<file path="src/rtl/ser_link_ctl.sv">
module ser_link_ctl #(
  parameter int WORD_W = 10
) (
  input  logic              clk,
  input  logic              rst_n,
  input  logic [WORD_W-1:0] din,
  input  logic              lock,
  input  logic              sync_a,
  input  logic              sync_b,
  input  logic              pwr_dn,
  input  logic              tri_en,
  output logic              word_tick,
  output logic              ser_out,
  output logic              ser_oe,
  output logic [1:0]        link_state
);
  localparam int FRAME_LEN = WORD_W + 2;
  localparam int HALF      = FRAME_LEN / 2;
  localparam int CW        = $clog2(FRAME_LEN);
  localparam logic [CW-1:0] LAST = CW'(FRAME_LEN - 1);
  localparam logic [FRAME_LEN-1:0] SYNC_PAT = {{(FRAME_LEN-HALF){1'b0}}, {HALF{1'b1}}};

  typedef enum logic [1:0] {
    S_INIT   = 2'd0,
    S_XFER   = 2'd1,
    S_RESYNC = 2'd2,
    S_PDN    = 2'd3
  } state_t;

  state_t                 state;
  logic [CW-1:0]          cnt;
  logic [FRAME_LEN-1:0]   shreg;
  logic                   mute;
  logic [FRAME_LEN-1:0]   next_frame;

  assign word_tick  = (state == S_XFER) && (cnt == LAST);
  assign next_frame = (sync_a || sync_b) ? SYNC_PAT : {1'b0, din, 1'b1};
  assign ser_out    = shreg[0];
  assign ser_oe     = (state == S_XFER) && !mute && !tri_en;
  assign link_state = state;

  always_ff @(posedge clk) begin
    if (!rst_n) begin
      state <= S_INIT;
      cnt   <= LAST;
      shreg <= '0;
      mute  <= 1'b1;
    end else if (pwr_dn) begin
      state <= S_PDN;
      cnt   <= LAST;
      shreg <= '0;
      mute  <= 1'b1;
    end else begin
      case (state)
        S_PDN: begin
          state <= S_INIT;
        end
        S_INIT, S_RESYNC: begin
          if (lock) state <= S_XFER;
          cnt   <= LAST;
          shreg <= '0;
          mute  <= 1'b1;
        end
        default: begin
          if (!lock) begin
            state <= S_RESYNC;
            cnt   <= LAST;
            shreg <= '0;
            mute  <= 1'b1;
          end else if (cnt == LAST) begin
            shreg <= next_frame;
            cnt   <= '0;
            mute  <= tri_en;
          end else begin
            shreg <= shreg >> 1;
            cnt   <= cnt + 1'b1;
            if (tri_en) mute <= 1'b1;
          end
        end
      endcase
    end
  end
endmodule

</file>
<file path="config.mk">
export PLATFORM = sky130hd
export DESIGN_NAME = ser_link_ctl
export DESIGN_NICKNAME = d
export VERILOG_FILES = /design/src/rtl/ser_link_ctl.sv
export SDC_FILE = /design/constraint.sdc
export NUM_CORES = 1
export LEC_CHECK = 0
export ABC_AREA = 1
export BUFFER_PORTS_ARGS = -buffer_cell sky130_fd_sc_hd__buf_2
export CORE_MARGIN = 5
export CORE_UTILIZATION = 40
export DETAILED_ROUTE_END_ITERATION = 8
export SLEW_MARGIN = 30
export SYNTH_ARGS = -nofsm -noshare
export SYNTH_HDL_FRONTEND = slang
export SYNTH_SLANG_ARGS = --single-unit
export TNS_END_PERCENT = 20
</file>
<file path="constraint.sdc">
create_clock -name clk -period 1.3 [get_ports clk]
set_input_delay 0.065 -clock clk [delete_from_list [all_inputs] [get_ports clk]]
set_output_delay 0.065 -clock clk [all_outputs]
set_load 0.05 [all_outputs]
</file>
After elaboration in Yosys (flattened, before gate mapping)
Index checks and enable logic that the tools add are counted.
{"block": "word_totals", "regBits": 19, "in_bits": 17, "out_inout_bits": 5}
{"block": "classes", "n_addsub": 1, "eq_ne": 7, "muxes": 15, "bitwise_logic": 2, "reduce_logical": 11}
{"cell": "$mux W11", "count": 3}
{"cell": "$pmux W12 S2", "count": 1}
{"cell": "$mux W4", "count": 2}
{"cell": "$ne A4 B1 Y1 const B", "count": 2}
{"cell": "$pmux W4 S2", "count": 1}
{"cell": "$mux W2", "count": 3}
{"cell": "$add A4 B1 Y4 const B", "count": 1}
{"cell": "$eq A2 B2 Y1 const B", "count": 2}
{"cell": "$eq A4 B4 Y1 const B", "count": 1}
{"cell": "$pmux W2 S2", "count": 1}
{"cell": "$reduce_and A2 Y1", "count": 2}
{"cell": "$reduce_or A2 Y1", "count": 2}
{"cell": "$logic_and A1 B1 Y1", "count": 3}
{"cell": "$mux W1", "count": 3}
{"cell": "$ne A3 B3 Y1 const B", "count": 1}
{"cell": "$eq A2 B1 Y1 const B", "count": 1}
{"cell": "$logic_not A1 Y1", "count": 2}
{"cell": "$logic_not A2 Y1", "count": 1}
{"cell": "$not A1 Y1", "count": 2}
{"cell": "$pmux W1 S2", "count": 1}
{"cell": "$logic_or A1 B1 Y1", "count": 1}

Depth between registers and ports, before layout
Gate-level depths: netlist of run 1.
{"block": "depth", "ltp_word": 5, "mapped_depth": 7, "mapped_depth_nobuf": 6}

Least setup slack after synthesis of run 1
Ideal clock, no wire load.
{"block": "synth_timing", "path_kind": "register to output", "start": "reg state[0], in the netlist link_state[0]", "end": "out ser_oe", "t_arrival_ps": 1911, "required_ps": 1235, "slack_ps": -676, "path_stages_with_launch": 3, "cell_sequence": "dfxtp_1 > nand2_1 > nor3_1"}
{"block": "synth_between", "elab_chain_len": 3}
{"element": "start: declaration", "line_no": "30", "rtl": "state_t state;"}
{"element": "start signal: assignment", "line_no": "44", "rtl": "state <= S_INIT;"}
{"element": "start signal: assignment", "line_no": "49", "rtl": "state <= S_PDN;"}
{"element": "start signal: assignment", "line_no": "56", "rtl": "state <= S_INIT;"}
{"element": "$eq A2 B1 Y1", "line_no": "39", "rtl": "assign ser_oe = (state == S_XFER) && !mute && !tri_en;"}
{"element": "$logic_and A1 B1 Y1 (2 in series)", "line_no": "39"}
{"element": "end: declaration", "line_no": "14", "rtl": "output logic ser_oe,"}
Every way passes these cells.

Worst setup path after layout of run 1
{"block": "layout_timing", "start": "reg cnt[0]", "end": "out word_tick"}
{"block": "layout_between", "elab_chain_len": 2}
{"element": "start: declaration", "line_no": "31", "rtl": "logic [CW-1:0] cnt;"}
{"element": "start signal: assignment", "line_no": "76", "rtl": "cnt <= cnt + 1'b1;"}
{"element": "$eq A4 B4 Y1", "line_no": "36", "rtl": "assign word_tick = (state == S_XFER) && (cnt == LAST);"}
{"element": "$logic_and A1 B1 Y1", "line_no": "36"}
{"element": "end: declaration", "line_no": "12", "rtl": "output logic word_tick,"}
Every way passes these cells.

==> flow_metrics.tcl, run 1 <==
set metrics [dict create \
    clk_latency_ns 0.29 \
    wl_per_cell_um 10.9 \
    slew_headroom_pct 77.0 \
    final.setup_skew_ns 0.00222 \
    finalHoldViolations 0 \
    synth.avg_cell_area_sq_um 6.36 \
    cts.clk_slew.worst_paths_ns 0.11 \
    ys_warn_count 0 \
    dieArea_sq_um 3460 \
    setup_viol_count_final 0 \
    place_area_sq_um 1130 \
    drcViolationCount 0 \
    final_common_cell "nand2_1" \
    finalCritPeriodShare_pct 96.1 \
    power.density_nw_per_um2 913 \
    drv_cap 0 \
    synth_nets 168 \
    pre_cts_ws_ns 0.0387 \
    irDropWorstVdd_mv 0.653 \
    area_growth_pct 33.5 \
    coreArea_sq_um 2250 \
    setup_ws_ns 0.0512 \
    antenna_cells 0 \
    floorplan.initialDensity_pct 42.3 \
    totalWireLength_mm 2.27 \
    grt_max_degree 17 \
    grt_util_all_layers_pct 14.7 \
    rsz0062_at_grt "yes" \
    outcome "finished, final reports clean" \
    start_kind "register" \
    crit_required_ns 1.24 \
    fill_cells 235 \
    die-height_um 58.8 \
    yosysUniqueCellTypes 22 \
    fin_crit_ns 1.25 \
    syn_area_sq_um 953 \
    cts_tree "done" \
    antenna_found_initial 0 \
    final_cell_mix "nand2_1 (49), inv_1 (21), buf_2 (19), dfxtp_1 (14), a21oi_1 (13)" \
    cp_max_fo 4 \
    port-buffer-count 21 \
    cts_sinks 18 \
    synthCells 150 \
    dp.cells 199 \
    cts_root_buf "clkbuf_4" \
    gp_congestion 0.685 \
    ioPinCount 22 \
    rows 17 \
    tightest_slew_ns 0.344 \
    initialDrtViolationCount 16 \
    cts-htree-levels 1 \
    dp_hpwl_mm 1.63 \
    stdcell_area_sq_um 1270 \
    fmax_ghz 0.801 \
    drive_above_1_share_pct 27.8 \
    synth_seq_area_share_pct 37.8 \
    p_total_mw 1.16 \
    cts_made_buffers 3 \
    grt_pass1_vias 997 \
    worstHoldPathType "input pin to register" \
    grt-ovfl-total 0 \
    finalMaxSlewViolations 0 \
    finalNonFillerCells 208 \
    die_w_um 58.8 \
    worstSetupPathType "register to output port" \
    ys_seq_elements 18 \
    ant_nets 0 \
    vias 975 \
    cp.arrival_ns 1.18 \
    crit_path_end_kind "output port" \
    postLayoutCoreUtil_pct 56.4 \
    cts.path.max_buffers 2 \
    num-nets-final 199 \
    drt_first_pass_iters 4 \
    via_per_inst 4.69 \
    grt_first_pass_wirelength_mm 4.03 \
    leakagePower_nw 0.568 \
]
cells by family (layout without fill, tap and decap cells):
kind of cell	count (synthesis)	after routing	share of synthesized area, %
and+or+nand+nor	85	85	37.5
buffers and inverters	28	58	13.1
AOI/OAI and AO/OA	18	18	10.2
DFF	18	18	37.8
adders and majority gates	1	1	1.31
area by class of cell:
class                   count  area [sq um]  area share, %
multi-input cells         104           532           41.8
flip-flops and latches     18           365           28.7
well taps                  28          35.0           2.75
clock buffers               4          36.3           2.85
repair buffers             31           218           17.1
inverters                  23          86.3           6.78
worst max-delay path, stage by stage, from the launching register on:
cell and delay [ns]:
dfxtp_2 0.37, ha_4 0.16, nand3_4 0.09, nor2_4 0.13, buf_8 0.15
through the flow:
stage / TNS (ns) / hold slack [ns]
2_1_floorplan: 0 / 0.186
3_3_place_gp: 0 / 0.292
3_5_place_dp: 0 / 0.305
4_1_cts: -0.00717 / 0.0443
5_1_grt: -0.0388 / 0.0339
6_report: 0 / 0.0546
final timing paths:
check,cells after the start,to,slack [ns],start
setup / recovery,4,word_tick,0.05,cnt[0]$_SDFFE_PP1P_
hold reg to reg,2,shreg[6]$_SDFFE_PP0P_,0.47,shreg[6]$_SDFFE_PP0P_
hold / removal,3,shreg[10]$_SDFFE_PP0P_,0.05,din[9]
setup reg to reg,7,shreg[10]$_SDFFE_PP0P_,0.08,cnt[0]$_SDFFE_PP1P_
registers in the layout (all words and copies together) (netlist names):
register	flops
mute	1
shreg	11
cnt	4
link_state	2
power breakdown:
part           internal, mW  switching [mW]  leakage (nW)  total [mW]
clock network         0.170           0.175        0.0210       0.345
registers             0.565          0.0143         0.146       0.580
logic                0.0960           0.141         0.402       0.237
total                 0.832           0.330         0.568        1.16
cells in the mapped netlist:
| cell type | number | area (sq um) |
|---|---|---|
| inv_1 | 22 | 82.6 |
| nor2_4 | 1 | 11.3 |
| inv_2 | 1 | 3.75 |
| dfxtp_1 | 18 | 360 |
| nand4_1 | 3 | 18.8 |
| buf_1 | 1 | 3.75 |
| a21oi_1 | 13 | 65.1 |
| nand2_1 | 51 | 191 |
| ha_1 | 1 | 12.5 |
| nor2_2 | 1 | 6.26 |
| nand3_1 | 13 | 65.1 |
| o21ai_0 | 1 | 5.00 |
| o22ai_1 | 1 | 6.26 |
| a21oi_2 | 1 | 8.76 |
| nor2_1 | 13 | 48.8 |
| nor3_1 | 2 | 10.0 |
| nand2_2 | 1 | 6.26 |
| buf_6 | 2 | 22.5 |
| o21ai_1 | 1 | 5.00 |
| buf_4 | 1 | 7.51 |
| o21bai_1 | 1 | 7.51 |
| buf_2 | 1 | 5.00 |
what timing repair did:
item | in CTS | in global routing
hold buffers | 2 | 0
hold endpoints to repair | 2 | 0
gates resized for setup | 10 | 10
setup buffers | 3 | 1
pin swaps | 2 | 3
setup endpoints to repair | 2 | 14
metal layers:
metal | track usage [%] | share of wire [%] | vias up
li1 | - | - | 525
met1 | 17.5 | 43 | 433
met2 | 27.1 | 52 | 15
met3 | 1.97 | 4.5 | 2
met4 | 3.88 | 0.62 | 0
met5 | 0 | 0 | -
Note: power is estimated with default switching activity, not from simulation.
==> run 2, diff against run 1 <==
--- a/config.mk
+++ b/config.mk
@@ -8,8 +8,9 @@
 export ABC_AREA = 1
 export BUFFER_PORTS_ARGS = -buffer_cell sky130_fd_sc_hd__buf_2
 export CORE_MARGIN = 5
-export CORE_UTILIZATION = 40
+export CORE_UTILIZATION = 50
 export DETAILED_ROUTE_END_ITERATION = 8
+export PLACE_DENSITY = 0.75
 export SLEW_MARGIN = 30
 export SYNTH_ARGS = -nofsm -noshare
 export SYNTH_HDL_FRONTEND = slang
==> run 2 against run 1 <==
Total power shrank 6.0%. Via count grew 3.5%. Largest power group unchanged. Worst hold slack gained 0.0010 ns. Sequential power barely moved. Combinational power hardly changed. Clock skew fell by 0.0015 ns. First-iteration DRC count up 25%.
==> flow_metrics.tcl, run 2 (synthesis results as in run 1) <==
set metrics [dict create \
    cts_sinks 18 \
    rsz0062_at_grt "yes" \
    netSwitchingFraction_pct 29.4 \
    pre_cts_ws_ns 0.0770 \
    regArea_sq_um 365 \
    cts_tree "done" \
    multiInputGateArea_sq_um 522 \
    fill_cells 177 \
    outcome "finished, final reports clean" \
    grt_pass1_vias 1006 \
    floorplan.initialDensity_pct 54.0 \
    vias 1009 \
    ant_nets 0 \
    drt_first_pass_iters 4 \
    top_layer "met4" \
    fmax_ghz 0.795 \
    irDropWorstVdd_mv 0.598 \
    regMostFlops "shreg" \
    cts.path.max_buffers 2 \
    initialDrtViolationCount 20 \
    crit_required_ns 1.24 \
    cts_root_buf "clkbuf_4" \
    coreArea_sq_um 1760 \
    setup_viol_count_final 0 \
    finalHoldViolations 0 \
    wl_met1_um 980 \
    worstHoldPathType "input pin to register" \
    cpLargestDelayFamily "flip-flops" \
    finalCritPeriodShare_pct 96.8 \
    area_growth_pct 30.4 \
    totalWireLength_mm 2.27 \
    largest_reg_flops 11 \
    setup_ws_ns 0.0418 \
    worstSetupPathType "register to output port" \
    cp_max_fo 3 \
    power_frac_clock_pct 25.1 \
    cts-htree-levels 1 \
    routed-wl-met3_um 132 \
    drv_cap 0 \
    power.density_nw_per_um2 878 \
    start_kind "register" \
    seq_power_share_pct 53.1 \
    cts_made_buffers 3 \
    critical-path-max-stage-delay_ns 0.37 \
    p_int_uw 770 \
    wl_per_cell_um 11.1 \
    tightest_slew_ns 0.318 \
    grt_util_all_layers_pct 18.7 \
    grt-ovfl-total 0 \
    crit_path_end_kind "output port" \
    cts.clk_slew.worst_paths_ns 0.10 \
    die-height_um 53.7 \
    pwr-share-comb_pct 21.8 \
    grt_max_degree 17 \
    drive_above_1_share_pct 26.7 \
    rows 15 \
    slowest_stage "dfxtp_2" \
    dp_hpwl_mm 1.61 \
    cp.arrival_ns 1.19 \
    leakagePower_nw 0.559 \
    ioPinCount 22 \
    antenna_found_initial 0 \
    finalMaxSlewViolations 0 \
    slew_headroom_pct 78.7 \
    final_cell_mix "nand2_1 (49), inv_1 (22), buf_2 (19), dfxtp_1 (14), a21oi_1 (13)" \
    final_common_cell "nand2_1" \
    clk_latency_ns 0.29 \
    grt_first_pass_wirelength_mm 3.98 \
    p_total_mw 1.09 \
    gp_congestion 0.801 \
    tns_ns 0 \
    fin_crit_ns 1.26 \
    antenna_cells 0 \
    drcViolationCount 0 \
    num-nets-final 200 \
    dieArea_sq_um 2880 \
    p_switching_uw 321 \
    final.setup_skew_ns 0.000759 \
    via_per_inst 4.92 \
    die_w_um 53.7 \
    worstPathCellList "ha_4 -> nand3_4 -> nor2_4 -> buf_8" \
    wl_met2_mm 1.13 \
    crit_buf_inv 1 \
    port-buffer-count 21 \
]
-- run 2: cell types whose count changed in the layout (fill, tap and decap cells not counted) --
cell,change
inv_2,-1
clkbuf_8,-1
buf_4,+1
nand3_2,-1
nand2_4,-1
o21ai_0,+1
buf_6,+1
nand2_2,+1
nand3_1,+1
buf_12,-1
inv_1,+1
o21ai_1,-1
-- run 2: metrics by stage --
step,hold slack (ns),area (sq um),util (%),std cells
final,0.0556,1240,70.5,205
after global routing,0.0700,1240,70.5,205
after CTS,0.0490,1230,69.7,206
after detailed placement,0.298,1130,64.2,199
after global placement,0.294,1130,64.2,199
after floorplan,0.186,975,-,150
-- run 2: worst reg2reg max path, stage by stage, from the launching register on --
cell and delay [ns]:
dfxtp_2 0.37, ha_4 0.17, nand2_2 0.09, nor2_4 0.16
buf_6 0.13, nand4_1 0.08, a21oi_1 0.14
-- run 2: routing by layer --
metal | track usage [%] | vias up
met5 | 0 | -
met1 | 21.9 | 450
li1 | - | 526
met2 | 33.7 | 29
met3 | 3.32 | 4
met4 | 6.81 | 0
-- run 2: final timing paths --
check	startpoint	endpoint	slack (ns)	cells after the start
max	cnt[0]$_SDFFE_PP1P_	word_tick	0.04	4
min reg2reg	shreg[1]$_SDFFE_PP0P_	shreg[1]$_SDFFE_PP0P_	0.47	2
max reg2reg	cnt[0]$_SDFFE_PP1P_	shreg[10]$_SDFFE_PP0P_	0.11	6
min	din[9]	shreg[10]$_SDFFE_PP0P_	0.06	3
-- run 2: cell type report --
| cell class | instances | area share [%] |
|---|---|---|
| inverter | 23 | 6.94 |
| tap | 25 | 2.52 |
| sequential | 18 | 29.4 |
| timing repair buffer | 32 | 17.4 |
| multi-input combinational | 104 | 42.0 |
| clock buffer | 3 | 1.81 |
-- run 2: repair_timing --
item | CTS | global route
setup endpoints to repair | 2 | 13
resized for setup | 10 | 7
pin swaps | 1 | 2
hold buffers | 2 | 0
hold endpoints to repair | 2 | 0
buffers inserted | 2 | 0
-- run 2: power groups by stage --
stage	clock, mW	sequential (mW)	combinational (mW)
after floorplan	0	0.607	0.124
after global placement	0	0.590	0.206
after detailed placement	0	0.590	0.209
after CTS	0.282	0.579	0.231
after global routing	0.299	0.582	0.264
final	0.274	0.579	0.237
